File: src/rtl/edac_pkg.sv
package edac_pkg;

    localparam int MASK_MAX = 256;

    typedef enum logic [1:0] {
        SRC_IDLE = 2'd0,
        SRC_CPU  = 2'd1,
        SRC_DBG  = 2'd2
    } src_e;

    function automatic bit is_pow2(int v);
        return (v > 0) && ((v & (v - 1)) == 0);
    endfunction

    // number of Hamming bits needed for dw data bits
    function automatic int hamming_bits(int dw);
        int p;
        p = 1;
        while ((1 << p) < dw + p + 1) p++;
        return p;
    endfunction

    // Hamming position of data bit idx (positions skip powers of two)
    function automatic int data_pos(int idx);
        int seen;
        seen = 0;
        for (int p = 3; p < 2 * MASK_MAX; p++) begin
            if (!is_pow2(p)) begin
                if (seen == idx) return p;
                seen++;
            end
        end
        return 0;
    endfunction

    // data bits covered by Hamming bit b
    function automatic logic [MASK_MAX-1:0] cover_mask(int dw, int b);
        logic [MASK_MAX-1:0] m;
        m = '0;
        for (int i = 0; i < MASK_MAX; i++) begin
            if (i < dw && ((data_pos(i) >> b) & 1) == 1) m[i] = 1'b1;
        end
        return m;
    endfunction

endpackage

File: src/rtl/edac_encoder.sv
module edac_encoder
    import edac_pkg::*;
#(
    parameter  int DATA_W = 32,
    localparam int HB     = hamming_bits(DATA_W)
) (
    input  logic [DATA_W-1:0] data,
    output logic [HB:0]       chk
);

    logic [HB-1:0] ham;

    for (genvar b = 0; b < HB; b++) begin : g_ham
        localparam logic [MASK_MAX-1:0] COVER = cover_mask(DATA_W, b);
        assign ham[b] = ^(data & COVER[DATA_W-1:0]);
    end

    // top bit: overall parity over data and Hamming bits
    assign chk = {(^data) ^ (^ham), ham};

endmodule

File: src/rtl/edac_decoder.sv
module edac_decoder
    import edac_pkg::*;
#(
    parameter  int DATA_W = 32,
    localparam int HB     = hamming_bits(DATA_W),
    localparam int CHK_W  = HB + 1
) (
    input  logic [DATA_W-1:0] rd_data,
    input  logic [CHK_W-1:0]  rd_chk,
    output logic [DATA_W-1:0] fix_data,
    output logic              corr,
    output logic              uncorr
);

    logic [CHK_W-1:0]  re_chk;
    logic [HB-1:0]     syn;
    logic              par_bad;
    logic [DATA_W-1:0] flip;
    logic              hit_data;
    logic              hit_chk;

    edac_encoder #(.DATA_W(DATA_W)) i_reenc (
        .data (rd_data),
        .chk  (re_chk)
    );

    assign syn     = re_chk[HB-1:0] ^ rd_chk[HB-1:0];
    assign par_bad = (^rd_data) ^ (^rd_chk);

    for (genvar i = 0; i < DATA_W; i++) begin : g_flip
        localparam int POS = data_pos(i);
        assign flip[i] = (syn == HB'(POS));
    end

    assign hit_data = |flip;
    assign hit_chk  = (syn == '0) || $onehot(syn);
    assign corr     = par_bad && (hit_data || hit_chk);
    assign uncorr   = (par_bad || (syn != '0)) && !corr;
    assign fix_data = corr ? (rd_data ^ flip) : rd_data;

endmodule

File: src/rtl/edac_store.sv
module edac_store #(
    parameter  int ADDR_W = 4,
    parameter  int WORD_W = 39,
    localparam int DEPTH  = 1 << ADDR_W
) (
    input  logic              clk,
    input  logic              rst,
    input  logic              we,
    input  logic [ADDR_W-1:0] addr,
    input  logic [WORD_W-1:0] wdata,
    output logic [WORD_W-1:0] rdata
);

    logic [WORD_W-1:0] cells [DEPTH];

    always_ff @(posedge clk) begin
        if (rst) begin
            for (int i = 0; i < DEPTH; i++) cells[i] <= '0;
        end else if (we) begin
            cells[addr] <= wdata;
        end
    end

    assign rdata = cells[addr];

endmodule

File: src/rtl/edac_arbiter.sv
module edac_arbiter
    import edac_pkg::*;
(
    input  logic cpu_req,
    input  logic dbg_req,
    output src_e src,
    output logic dbg_gnt
);

    always_comb begin
        if (cpu_req)      src = SRC_CPU;
        else if (dbg_req) src = SRC_DBG;
        else              src = SRC_IDLE;
    end

    assign dbg_gnt = (src == SRC_DBG);

endmodule

File: src/rtl/edac_mem_path.sv
module edac_mem_path
    import edac_pkg::*;
#(
    parameter  int DATA_W = 32,
    parameter  int ADDR_W = 4,
    parameter  int CNT_W  = 16,
    localparam int CHK_W  = hamming_bits(DATA_W) + 1,
    localparam int CW     = DATA_W + CHK_W
) (
    input  logic              clk,
    input  logic              rst,
    input  logic              cpu_req,
    input  logic              cpu_we,
    input  logic [ADDR_W-1:0] cpu_addr,
    input  logic [DATA_W-1:0] cpu_wdata,
    output logic              cpu_rvalid,
    output logic [DATA_W-1:0] cpu_rdata,
    input  logic              dbg_req,
    input  logic              dbg_we,
    input  logic              dbg_raw,
    input  logic [ADDR_W-1:0] dbg_addr,
    input  logic [DATA_W-1:0] dbg_wdata,
    output logic              dbg_gnt,
    output logic              dbg_rvalid,
    output logic [CW-1:0]     dbg_rdata,
    output logic              err_corr,
    output logic              err_uncorr,
    output logic [CNT_W-1:0]  corr_count
);

    typedef struct packed {
        logic [CHK_W-1:0]  chk;
        logic [DATA_W-1:0] data;
    } word_t;

    src_e              src;
    logic              acc_on;
    logic              acc_dbg;
    logic              acc_we;
    logic              acc_raw;
    logic [ADDR_W-1:0] acc_addr;
    logic [DATA_W-1:0] acc_wdata;
    logic              acc_rd;
    logic              acc_checked;

    word_t             stored;
    word_t             wr_word;
    logic [CW-1:0]     stored_bits;
    logic [CHK_W-1:0]  enc_chk;
    logic [DATA_W-1:0] dec_data;
    logic              dec_corr;
    logic              dec_uncorr;

    edac_arbiter i_arb (
        .cpu_req (cpu_req),
        .dbg_req (dbg_req),
        .src     (src),
        .dbg_gnt (dbg_gnt)
    );

    always_comb begin
        acc_on      = (src != SRC_IDLE);
        acc_dbg     = (src == SRC_DBG);
        acc_we      = acc_dbg ? dbg_we    : cpu_we;
        acc_addr    = acc_dbg ? dbg_addr  : cpu_addr;
        acc_wdata   = acc_dbg ? dbg_wdata : cpu_wdata;
        acc_raw     = acc_dbg && dbg_raw;
        acc_rd      = acc_on && !acc_we;
        acc_checked = acc_rd && !acc_raw;
    end

    edac_store #(.ADDR_W(ADDR_W), .WORD_W(CW)) i_store (
        .clk   (clk),
        .rst   (rst),
        .we    (acc_on && acc_we),
        .addr  (acc_addr),
        .wdata (wr_word),
        .rdata (stored_bits)
    );

    assign stored = word_t'(stored_bits);

    edac_encoder #(.DATA_W(DATA_W)) i_enc (
        .data (acc_wdata),
        .chk  (enc_chk)
    );

    edac_decoder #(.DATA_W(DATA_W)) i_dec (
        .rd_data  (stored.data),
        .rd_chk   (stored.chk),
        .fix_data (dec_data),
        .corr     (dec_corr),
        .uncorr   (dec_uncorr)
    );

    // raw write flips data bits in place and keeps stored check bits
    always_comb begin
        if (acc_raw) begin
            wr_word.chk  = stored.chk;
            wr_word.data = stored.data ^ acc_wdata;
        end else begin
            wr_word.chk  = enc_chk;
            wr_word.data = acc_wdata;
        end
    end

    always_ff @(posedge clk) begin
        if (rst) begin
            cpu_rvalid <= 1'b0;
            cpu_rdata  <= '0;
            dbg_rvalid <= 1'b0;
            dbg_rdata  <= '0;
            err_corr   <= 1'b0;
            err_uncorr <= 1'b0;
            corr_count <= '0;
        end else begin
            cpu_rvalid <= acc_rd && !acc_dbg;
            dbg_rvalid <= acc_rd && acc_dbg;
            err_corr   <= acc_checked && dec_corr;
            err_uncorr <= acc_checked && dec_uncorr;
            if (acc_rd && !acc_dbg) cpu_rdata <= dec_data;
            if (acc_rd && acc_dbg) begin
                if (acc_raw) dbg_rdata <= stored_bits;
                else         dbg_rdata <= {{CHK_W{1'b0}}, dec_data};
            end
            if (acc_checked && dec_corr && (corr_count != '1))
                corr_count <= corr_count + 1'b1;
        end
    end

endmodule

File: config.mk
export PLATFORM = sky130hd
export DESIGN_NAME = edac_mem_path
export DESIGN_NICKNAME = d
export VERILOG_FILES = /design/src/rtl/edac_pkg.sv /design/src/rtl/edac_encoder.sv /design/src/rtl/edac_decoder.sv /design/src/rtl/edac_store.sv /design/src/rtl/edac_arbiter.sv /design/src/rtl/edac_mem_path.sv
export SDC_FILE = /design/constraint.sdc
export NUM_CORES = 1
export LEC_CHECK = 0
export BUFFER_PORTS_ARGS = -buffer_cell sky130_fd_sc_hd__buf_2
export CAP_MARGIN = 20
export CORE_MARGIN = 2
export CORE_UTILIZATION = 45
export CTS_BUF_LIST = sky130_fd_sc_hd__clkbuf_4 sky130_fd_sc_hd__clkbuf_8 sky130_fd_sc_hd__clkbuf_16
export CTS_CLUSTER_DIAMETER = 60
export CTS_CLUSTER_SIZE = 16
export DETAILED_ROUTE_END_ITERATION = 12
export HOLD_SLACK_MARGIN = 0.03
export SYNTH_ARGS = -nofsm -noshare
export SYNTH_HDL_FRONTEND = slang
export SYNTH_SLANG_ARGS = --single-unit
File: constraint.sdc
create_clock -name clk -period 11.36 [get_ports clk]
set_input_delay 1.136 -clock clk [delete_from_list [all_inputs] [get_ports clk]]
set_output_delay 1.136 -clock clk [all_outputs]
set_load 0.05 [all_outputs]
; ---- Word level (Yosys, flattened, before mapping)
; Memory sizes are Yosys's and may differ from the RTL's.
; Index checks and enable logic that the tools add are counted.
[word_totals]
out_inout_bits = 92
latch_bits = 0
n_memories = 1
inputBits = 79
rom_bits = 0
word_cells = 109
ramBits = 624
ff_bits = 91
[mem_list]
columns = memory, words, width, rd, rd_ports_with_merged_regs, write_ports, line
row1 = i_store.cells, 16, 39, 1, 0, 16, edac_store.sv:14  ; logic [WORD_W-1:0] cells [DEPTH];
[op_classes]
div = 0
shift = 0
eq_ne = 35
order_cmp = 0
bitwise = 5
mul = 0
addsub = 6
reduce_logical = 39
n_mux = 16
[op_table]
columns = operator, n
row1 = 32-bit XOR reduction, 14
row2 = 39-bit 2-to-1 mux, 3
row3 = "6-bit by 5-bit == test with 1-bit output, second input constant", 15
row4 = 32-bit 2-to-1 mux, 2
row5 = 32-bit bitwise XOR, 2
row6 = "6-bit by 4-bit == test with 1-bit output, second input constant", 7
row7 = 39-bit OR reduction, 1
row8 = "6-bit == test, second input constant", 6
row9 = 32-bit OR reduction, 1
row10 = "6-bit by 3-bit == test with 1-bit output, second input constant", 3
row11 = "16-bit by 1-bit adder with 16-bit output, second input constant", 1
row12 = "16-bit inequality test, second input constant", 1
row13 = 1-bit logical AND, 11
row14 = 4-bit 2-to-1 mux, 2
row15 = 1-bit 2-to-1 mux, 7
row16 = 7-bit XOR reduction, 1
row17 = 1-bit by 1-bit adder with 2-bit output, 3
row18 = 3-bit adder, 2
row19 = "6-bit by 2-bit == test with 1-bit output, second input constant", 1
row20 = 6-bit zero test, 1
row21 = 6-bit nonzero test, 1
row22 = 6-bit XOR reduction, 1
row23 = 6-bit bitwise XOR, 1
row24 = 1-bit zero test, 4
row25 = 6 further kinds, 10

; ---- Logic depth before layout (Yosys ltp)
; Gate-level depths: netlist (run 1).
; An unclocked memory read counts as a cell.
[logic_depth]
ltp_word = 17
mapped_depth = 29
mapped_depth_nobuf = 23

; ---- By module
; A second synthesis (run 1) with hierarchy kept.
[hier_totals]
cells_unflattened = 2673
hier_area_um2 = 35536.6
[modules_own_cells]
columns = module, n_inst, area_each_um2, seq_area_each_um2, cells_per_inst
row1 = edac_store, 1, 27843.0, 18738.0, 1721
row2 = edac_mem_path, 1, 4560.6, 1821.7, 562
row3 = edac_decoder, 1, 1895.6, 0.0, 269
row4 = edac_encoder, 2, 604.3, 0.0, 59
row5 = edac_arbiter, 1, 28.8, 0.0, 3

; ---- Worst setup path after synthesis (run 1)
; OpenSTA, ideal clock, no wires.
[synth_timing]
path_kind = input port to flip-flop
from = in cpu_req
to = reg corr_count[3]
setup_slack_ns = 4.553
n_path_buf = 5
required_time_ns = 11.237
arrival_ns = 6.683
path_stages = 27
setup_time_ns = 0.123
cell_sequence = nand2b_1 buf_4 mux2i_4 buf_6 buf_6 buf_4 mux4_2 a22oi_1 nand2_1 xor2_1 xnor2_1 xor2_1 xnor2_1 xnor2_1 inv_1 ha_1 inv_1 fa_1 inv_1 ha_1 xor2_1 a311o_1 a311oi_1 a211oi_2 buf_4 nand4_1 mux2_1
[synth_via]
elab_chain_cells = 15
word_cells_on_any_way = 66
classes_between = 5 x add/sub / 34 x eq/ne / 3 x mux / 2 x bitwise / 21 x reduce/logical / 1 x memory
[synth_rtl]
columns = item, line
row1 = start: declaration, edac_mem_path.sv:12  ; input logic cpu_req,
row2 = 2-bit 2-to-1 mux *, edac_arbiter.sv:11  ; if (cpu_req) src = SRC_CPU;
row3 = 2-bit == test, edac_mem_path.sv:63  ; acc_dbg = (src == SRC_DBG);
row4 = 4-bit 2-to-1 mux, edac_mem_path.sv:65  ; acc_addr = acc_dbg ? dbg_addr : cpu_addr;
row5 = memory read 16 x 39 bit, n/a
row6 = 32-bit XOR reduction, edac_encoder.sv:15  ; assign ham[b] = ^(data & COVER[DATA_W-1:0]);
row7 = 6-bit bitwise XOR, edac_decoder.sv:27  ; assign syn = re_chk[HB-1:0] ^ rd_chk[HB-1:0];
row8 = 1-bit by 1-bit adder with 2-bit output (implied by the code), edac_decoder.sv:36  ; assign hit_chk = (syn == '0) || $onehot(syn);
row9 = 3-bit adder (implied by the code) (2 in a row), edac_decoder.sv:36
row10 = 3-bit by 1-bit == test with 1-bit output, edac_decoder.sv:36
row11 = 1-bit logical OR, edac_decoder.sv:36
row12 = 1-bit logical OR, edac_decoder.sv:37  ; assign corr = par_bad && (hit_data || hit_chk);
row13 = 1-bit logical AND, edac_decoder.sv:37
row14 = 1-bit logical AND * (2 in a row), edac_mem_path.sv:126  ; if (acc_checked && dec_corr && (corr_count != '1))
row15 = end signal: assignment, edac_mem_path.sv:127  ; corr_count <= corr_count + 1'b1;
row16 = end: declaration, edac_mem_path.sv:28  ; output logic [CNT_W-1:0] corr_count
; Mark *: on every way between the ends. The rest lies on a longest branch, timed or not.
; A chain may end at the register's enable or synchronous reset.

; ---- Worst setup path after layout (run 1)
; Same ends and word-level chain as after synthesis.

==> results_dict.tcl, run 1 <==
set metrics [dict create \
    outcome "completed" \
    finish.instance_area_um2 37600 \
    drive_above_1_share_pct 15.7 \
    clk_latency_ps 660 \
    firstDrtPassIters 6 \
    synth_edf_count 624 \
    final_cells 4048 \
    path_class "input pin to flop" \
    skew_ps 45.3 \
    core_um2 74600 \
    cap_violations 0 \
    ir_drop_v 0.000747 \
    max_stage_delay_ps 920 \
    min_from "cpu_rdata[0]$_SDFFE_PP0P_" \
    yosysWarnings 0 \
    hold_path_end "cpu_rdata[0]$_SDFFE_PP0P_" \
    cts_setup_buffers 0 \
    min_path_type "flop to flop" \
    antenna_found_initial 1 \
    cellPowerDensity_nw_per_um2 243 \
    cts_tree "done" \
    wl_um 123000 \
    yosys-top-cells-area "edfxtp_1 55%, nor2_1 8.1%, dfxtp_1 5.4%" \
    syn_nets 3075 \
    clk_pin_slew_worst_paths_ps 70 \
    ctsHoldBuffers 0 \
    synth.top_cell.area_share_pct 55.2 \
    grt-ovfl-total 0 \
    ant_nets 0 \
    dp_cells 3954 \
    h-tree-depth 2 \
    rsz0062_at_grt "no" \
    finalMaxSlewViolations 0 \
    antennaDiodeCount 0 \
    dpl-instance-area_um2 35700 \
    hold_slack_ps 453 \
    slowest_stage "and3b_1" \
    finalSetupTns_ps 0 \
    final-hold-violation-count 0 \
    gp_congestion 0.955 \
    cp.arrival_ps 9160 \
    synth_async_sr_flop_share_pct 0 \
    synth-seq-cells 715 \
    dieArea_um2 77600 \
    setup_ws_ps 2720 \
    portBuffers 170 \
    yosysUniqueCellTypes 82 \
    cts_num_sinks 715 \
    area_growth_pct 10.9 \
    grt_pass1_vias 24799 \
    initial_core_util_pct 45.5 \
    mappedNetlistArea_um2 33900 \
    clockBufferDepth 3 \
    route.detailed.drc 0 \
    reg2regPathDepth 19 \
    maxSlewHeadroom_pct 21.4 \
    postSynthCellCount 2981 \
    synth_ff_type "edfxtp_1" \
    finalSetupViolations 0 \
    post-dp-hpwl_um 74900 \
    cts-root-buf "clkbuf_16" \
    postLayoutCoreUtil_pct 50.4 \
    cp-end-kind "flop" \
    grt_max_degree 87 \
    final_nets 3143 \
    holdPathStages 2 \
    grt_use_total_pct 31.3 \
    synth_top_cell_by_area "edfxtp_1" \
    power_mw 9.13 \
    drt_iter0_drc 3544 \
    max_freq_ghz 0.116 \
    tightest_slew_ps 1180 \
    numCtsBuffers 57 \
    p_leak_nw 13.5 \
    cp_max_fo 64 \
    grt_pass1_wl_um 176000 \
    synth_sequential_area_ratio_pct 60.6 \
    vias 25740 \
    vias_per_cell 6.36 \
    cp.required_ps 11880 \
    die_h_um 279 \
    min_period_ps 8640 \
    post_synth.cell_area_avg_um2 11.4 \
    r2r-start "i_store.cells[2][25]$_SDFFCE_PN0P_" \
    worst-r2r-setup-slack_ps 4850 \
    placementRows 100 \
    fp.dieW_um 279 \
    post_cts_resized 0 \
    io_pins 171 \
    fill_cells 6527 \
    wl_per_cell_um 30.4 \
    worst_r2r_endpoint "corr_count[3]$_SDFFE_PP0P_" \
    finalCritPeriodShare_pct 76.0 \
    startpoint_type "input pin" \
    dp_slack_ps 2220 \
]
registers in the layout, summed over array words and instances (netlist names):
| name | flops |
|---|---|
| dbg_rdata | 39 |
| dbg_rvalid | 1 |
| err_corr | 1 |
| i_store.cells | 624 |
| cpu_rvalid | 1 |
| err_uncorr | 1 |
| corr_count | 16 |
| cpu_rdata | 32 |
critical path: cells and delay by family:
family | cells | cell delay, ps
compound gates | 5 | 2100
xor+xnor | 6 | 1430
simple gates | 3 | 1390
buf+inv | 6 | 1200
fa+ha+maj | 3 | 1130
mux | 2 | 670
cells in the mapped netlist, types with 58 or more instances:
| library cell | number |
|---|---|
| nor2_1 | 731 |
| edfxtp_1 | 624 |
| clkbuf_1 | 174 |
| nand2_1 | 150 |
| xnor2_1 | 140 |
| a21oi_1 | 127 |
| o22ai_1 | 126 |
| o21ai_0 | 109 |
| dfxtp_1 | 91 |
| xor2_1 | 74 |
| a22oi_1 | 69 |
| a211oi_1 | 58 |
worst max path at each step:
stage / from / end / slack [ps]
3_3_place_gp: cpu_req / corr_count[14]$_SDFFE_PP0P_ / 2350
3_5_place_dp: cpu_req / corr_count[3]$_SDFFE_PP0P_ / 2220
2_1_floorplan: cpu_req / corr_count[3]$_SDFFE_PP0P_ / 4550
5_1_grt: cpu_req / corr_count[3]$_SDFFE_PP0P_ / 2430
4_1_cts: cpu_req / corr_count[3]$_SDFFE_PP0P_ / 2840
6_report: cpu_req / corr_count[3]$_SDFFE_PP0P_ / 2720
kinds of logic after synthesis:
group,after synthesis,synth area share (%)
compound gates,570,10.7
xor+xnor,233,6.77
fa+ha+maj,15,0.598
buf+inv,305,3.90
flops,715,60.6
mux,72,3.90
simple gates,1071,13.5
final cells by class:
cell class	count	area (µm²)	area share [%]
sequential	715	20600	54.7
multi-input combinational	1961	12200	32.5
timing repair buffer	264	1580	4.21
clock buffer	68	1530	4.06
tap	969	1210	3.22
clock inverter	21	298	0.792
inverter	50	188	0.499
per-layer routing:
layer | vias up | global-route usage [%] | routed length (µm) | share of wire, %
met1 | 12811 | 42.2 | 47600 | 39
met3 | 300 | 7.04 | 14600 | 12
met4 | 2 | 12.0 | 5210 | 4.2
li1 | 10858 | - | - | -
met5 | - | 0 | 11 | 0.0089
met2 | 1769 | 49.6 | 55700 | 45
report_power, final:
group | leakage, nW | switching, mW | internal, mW
Combinational | 5.57 | 2.93 | 1.14
Sequential | 7.00 | 0.0428 | 2.98
Clock | 0.895 | 0.975 | 1.06
cells in the final DEF, fill, tap and decap left out, types with 6 or more instances in the layout:
master,instances
o22ai_1,126
clkbuf_16,58
a22o_1,6
a21oi_1,118
mux4_2,46
o21ai_0,109
dfxtp_1,91
and4_1,7
a211oi_1,58
nand4_1,32
buf_2,170
a31oi_1,7
or3_1,7
ha_1,13
clkbuf_4,10
and3_1,12
a21oi_2,9
nand2_2,30
buf_4,92
nor2_1,730
edfxtp_1,624
and2_1,8
xnor2_1,140
o221ai_1,6
xnor3_1,12
xor2_1,74
nand3_1,41
o21ai_1,7
nand2_1,118
nor4_1,15
nor3_1,18
mux2i_1,14
a22oi_1,69
inv_1,45
nor2b_1,20
No activity file was read; power rests on OpenSTA's default activity.
==> run 2: changes to the inputs <==
--- a/config.mk
+++ b/config.mk
@@ -5,6 +5,7 @@
 export SDC_FILE = /design/constraint.sdc
 export NUM_CORES = 1
 export LEC_CHECK = 0
+export ABC_AREA = 1
 export BUFFER_PORTS_ARGS = -buffer_cell sky130_fd_sc_hd__buf_2
 export CAP_MARGIN = 20
 export CORE_MARGIN = 2
==> constraint.sdc (replaced) <==
create_clock -name clk -period 8.41 [get_ports clk]
set_input_delay 0.841 -clock clk [delete_from_list [all_inputs] [get_ports clk]]
set_output_delay 0.841 -clock clk [all_outputs]
set_load 0.05 [all_outputs]
==> run 2 against run 1 <==
  * Flip-flop and latch count is the same
  * Non-clock buffer count grew 4
  * Area after synthesis grew 9.3%
  * Sequential share of layout area shrank 4.1 points
  * First-iteration DRC count grew 4.9%
  * Final area grew 8.1%
  * Power grew 59%
  * Sequential power grew 38%
  * Register-to-register slack lost 1900 ps
  * Global-route usage shrank 1.5 points
  * Setup slack lost 1400 ps
  * Highest routed layer is now met4
==> results_dict.tcl, run 2 <==
set metrics [dict create \
    cts_num_sinks 715 \
    post_synth.cell_area_avg_um2 8.77 \
    grt_use_total_pct 29.9 \
    max_flop_register "i_store.cells" \
    min_path_type "flop to flop" \
    finalSetupViolations 0 \
    yosysWarnings 0 \
    max_freq_ghz 0.142 \
    vias_per_cell 5.50 \
    clk_pin_slew_worst_paths_ps 70 \
    initial_core_util_pct 45.3 \
    fp.dieW_um 291 \
    synth-simple-area-share_pct 25.5 \
    io_pins 171 \
    min_period_ps 7060 \
    mostFrequentLayoutCells "1,153 x nand2_1, 789 x nor2_1, 624 x edfxtp_1" \
    synth_compound_area_share_pct 5.13 \
    dp_slack_ps 731 \
    cap_violations 0 \
    clk_latency_ps 660 \
    cellPowerDensity_nw_per_um2 357 \
    cp_max_fo 44 \
    dieArea_um2 84700 \
    final_cells 5395 \
    top_regs "i_store.cells x624, dbg_rdata x39, cpu_rdata x32" \
    synth_sequential_area_ratio_pct 55.4 \
    finalCritPeriodShare_pct 83.9 \
    outcome "completed" \
    synth_top_family_by_area "simple AND/OR/NAND/NOR gates" \
    startpoint_type "input pin" \
    synthMuxAreaShare_pct 0.783 \
    gp_congestion 0.996 \
    placementRows 105 \
    finalMaxSlewViolations 0 \
    tightest_slew_ps 1160 \
    h-tree-depth 2 \
    final-hold-violation-count 0 \
    yosysUniqueCellTypes 51 \
    mappedNetlistArea_um2 37100 \
    post-dp-hpwl_um 78600 \
    finalSetupTns_ps 0 \
    path_class "input pin to flop" \
    synth-adder-area-share_pct 0.546 \
    wl_um 129000 \
    cts_tree "done" \
    grt_max_degree 103 \
    clockBufferDepth 3 \
    firstDrtPassIters 5 \
    synth_ff_type "edfxtp_1" \
    cp-end-kind "flop" \
    ctsHoldBuffers 0 \
    final_nets 4388 \
    wl_per_cell_um 23.9 \
    synth.top_cell.area_share_pct 50.5 \
    synth_async_sr_flop_share_pct 0 \
    yosys-top-cells-area "edfxtp_1 51%, nand2_1 12%, nor2_1 8.0%" \
    mostFrequentLayoutCell "nand2_1" \
    numCtsBuffers 56 \
    maxSlewHeadroom_pct 22.2 \
    syn_nets 4323 \
    drt_iter0_drc 3719 \
    synth-xor-area-share_pct 5.11 \
    cts_setup_buffers 0 \
    dp_cells 5305 \
    synth_common_cells "1,186 x nand2_1, 790 x nor2_1, 624 x edfxtp_1" \
    synth_top_cell_by_area "edfxtp_1" \
    ir_drop_v 0.000775 \
    grt_pass1_vias 27502 \
    grt-ovfl-total 0 \
    route.detailed.drc 0 \
    postSynthCellCount 4229 \
    area_growth_pct 9.58 \
    p_leak_nw 17.9 \
    setup_ws_ps 1350 \
    grt_pass1_wl_um 187000 \
    largest_reg_flops 624 \
    antenna_found_initial 3 \
    vias 29686 \
    skew_ps 38.9 \
    cp_common_cell "nand2_1" \
    core_um2 81800 \
    yosysMostFrequentCell "nand2_1" \
    portBuffers 170 \
    ant_nets 0 \
    slowest_stage "nand2_2" \
    max_stage_delay_ps 500 \
    synth-seq-cells 715 \
    cts-root-buf "clkbuf_16" \
    rsz0062_at_grt "no" \
    cp.arrival_ps 7630 \
    post_cts_resized 0 \
    cp.required_ps 8990 \
    synth_edf_count 624 \
    die_h_um 291 \
    drive_above_1_share_pct 11.4 \
]
## run 2: changes by cell type after synthesis, moves of 67 or more
cell and delta:
nand2_1 +1036, inv_1 +315, nand3_1 +139, o22ai_1 -78
xnor2_1 -74, xor2_1 +67
## run 2: worst paths after layout
path	startpoint	cells past startpoint	to	slack, ps
hold reg to reg	dbg_rdata[37]$_SDFFE_PP0P_	2	dbg_rdata[37]$_SDFFE_PP0P_	490
setup reg to reg	i_store.cells[4][12]$_SDFFCE_PN0P_	29	dbg_rdata[19]$_SDFFE_PP0P_	2950
hold / removal	dbg_rdata[37]$_SDFFE_PP0P_	2	dbg_rdata[37]$_SDFFE_PP0P_	490
setup / recovery	dbg_req	32	dbg_rdata[19]$_SDFFE_PP0P_	1350
## run 2: per-stage QoR
stage / power, mW / hold WS [ps] / utilization, % / area [µm²]
after floorplan: 10.2 / 696 / - / 37100
after global placement: 11.8 / 467 / 47.5 / 38900
after detailed placement: 11.8 / 471 / 47.5 / 38900
after CTS: 14.4 / 490 / 49.6 / 40600
after global routing: 15.4 / 511 / 49.7 / 40600
final: 14.5 / 486 / 49.7 / 40600
## run 2: metal layers
metal  up-vias  global-route usage [%]  part of all wire, %
li1      13658                       -                    -
met1     14129                    41.4                   41
met2      1638                    47.9                   46
met3       261                    4.44                   10
met4         0                    10.4                  3.6
met5         -                       0                    0
## run 2: worst max-delay path: cells and delay by family
family / cells / cell delay, ps
compound gates: 5 / 620
simple gates: 16 / 3150
xor+xnor: 5 / 1390
fa+ha+maj: 3 / 1100
buf+inv: 3 / 430
## run 2: area by class of cell
| type | instances | area [µm²] |
|---|---|---|
| Antenna cell | 1 | 2.50 |
| Tap cell | 1070 | 1340 |
| Clock buffer | 70 | 1540 |
| Sequential cell | 715 | 20600 |
| Clock inverter | 18 | 194 |
| Timing Repair Buffer | 268 | 1660 |
| Inverter | 373 | 1400 |
| Multi-Input combinational cell | 2880 | 14000 |
| Fill cell | 7629 | 41200 |
## run 2: cell families after synthesis
group,after synthesis
AOI/OAI and AO/OA,332
xor gates and xnor gates,212
adders and majority gates,15
buffers and inverters,634
DFF,715
muxes,29
and+or+nand+nor,2292
## run 2: where the power goes
| group | internal [mW] | switching [mW] |
|---|---|---|
| Clock | 1.34 | 1.34 |
| Combinational | 1.96 | 5.70 |
| Sequential | 4.08 | 0.0859 |
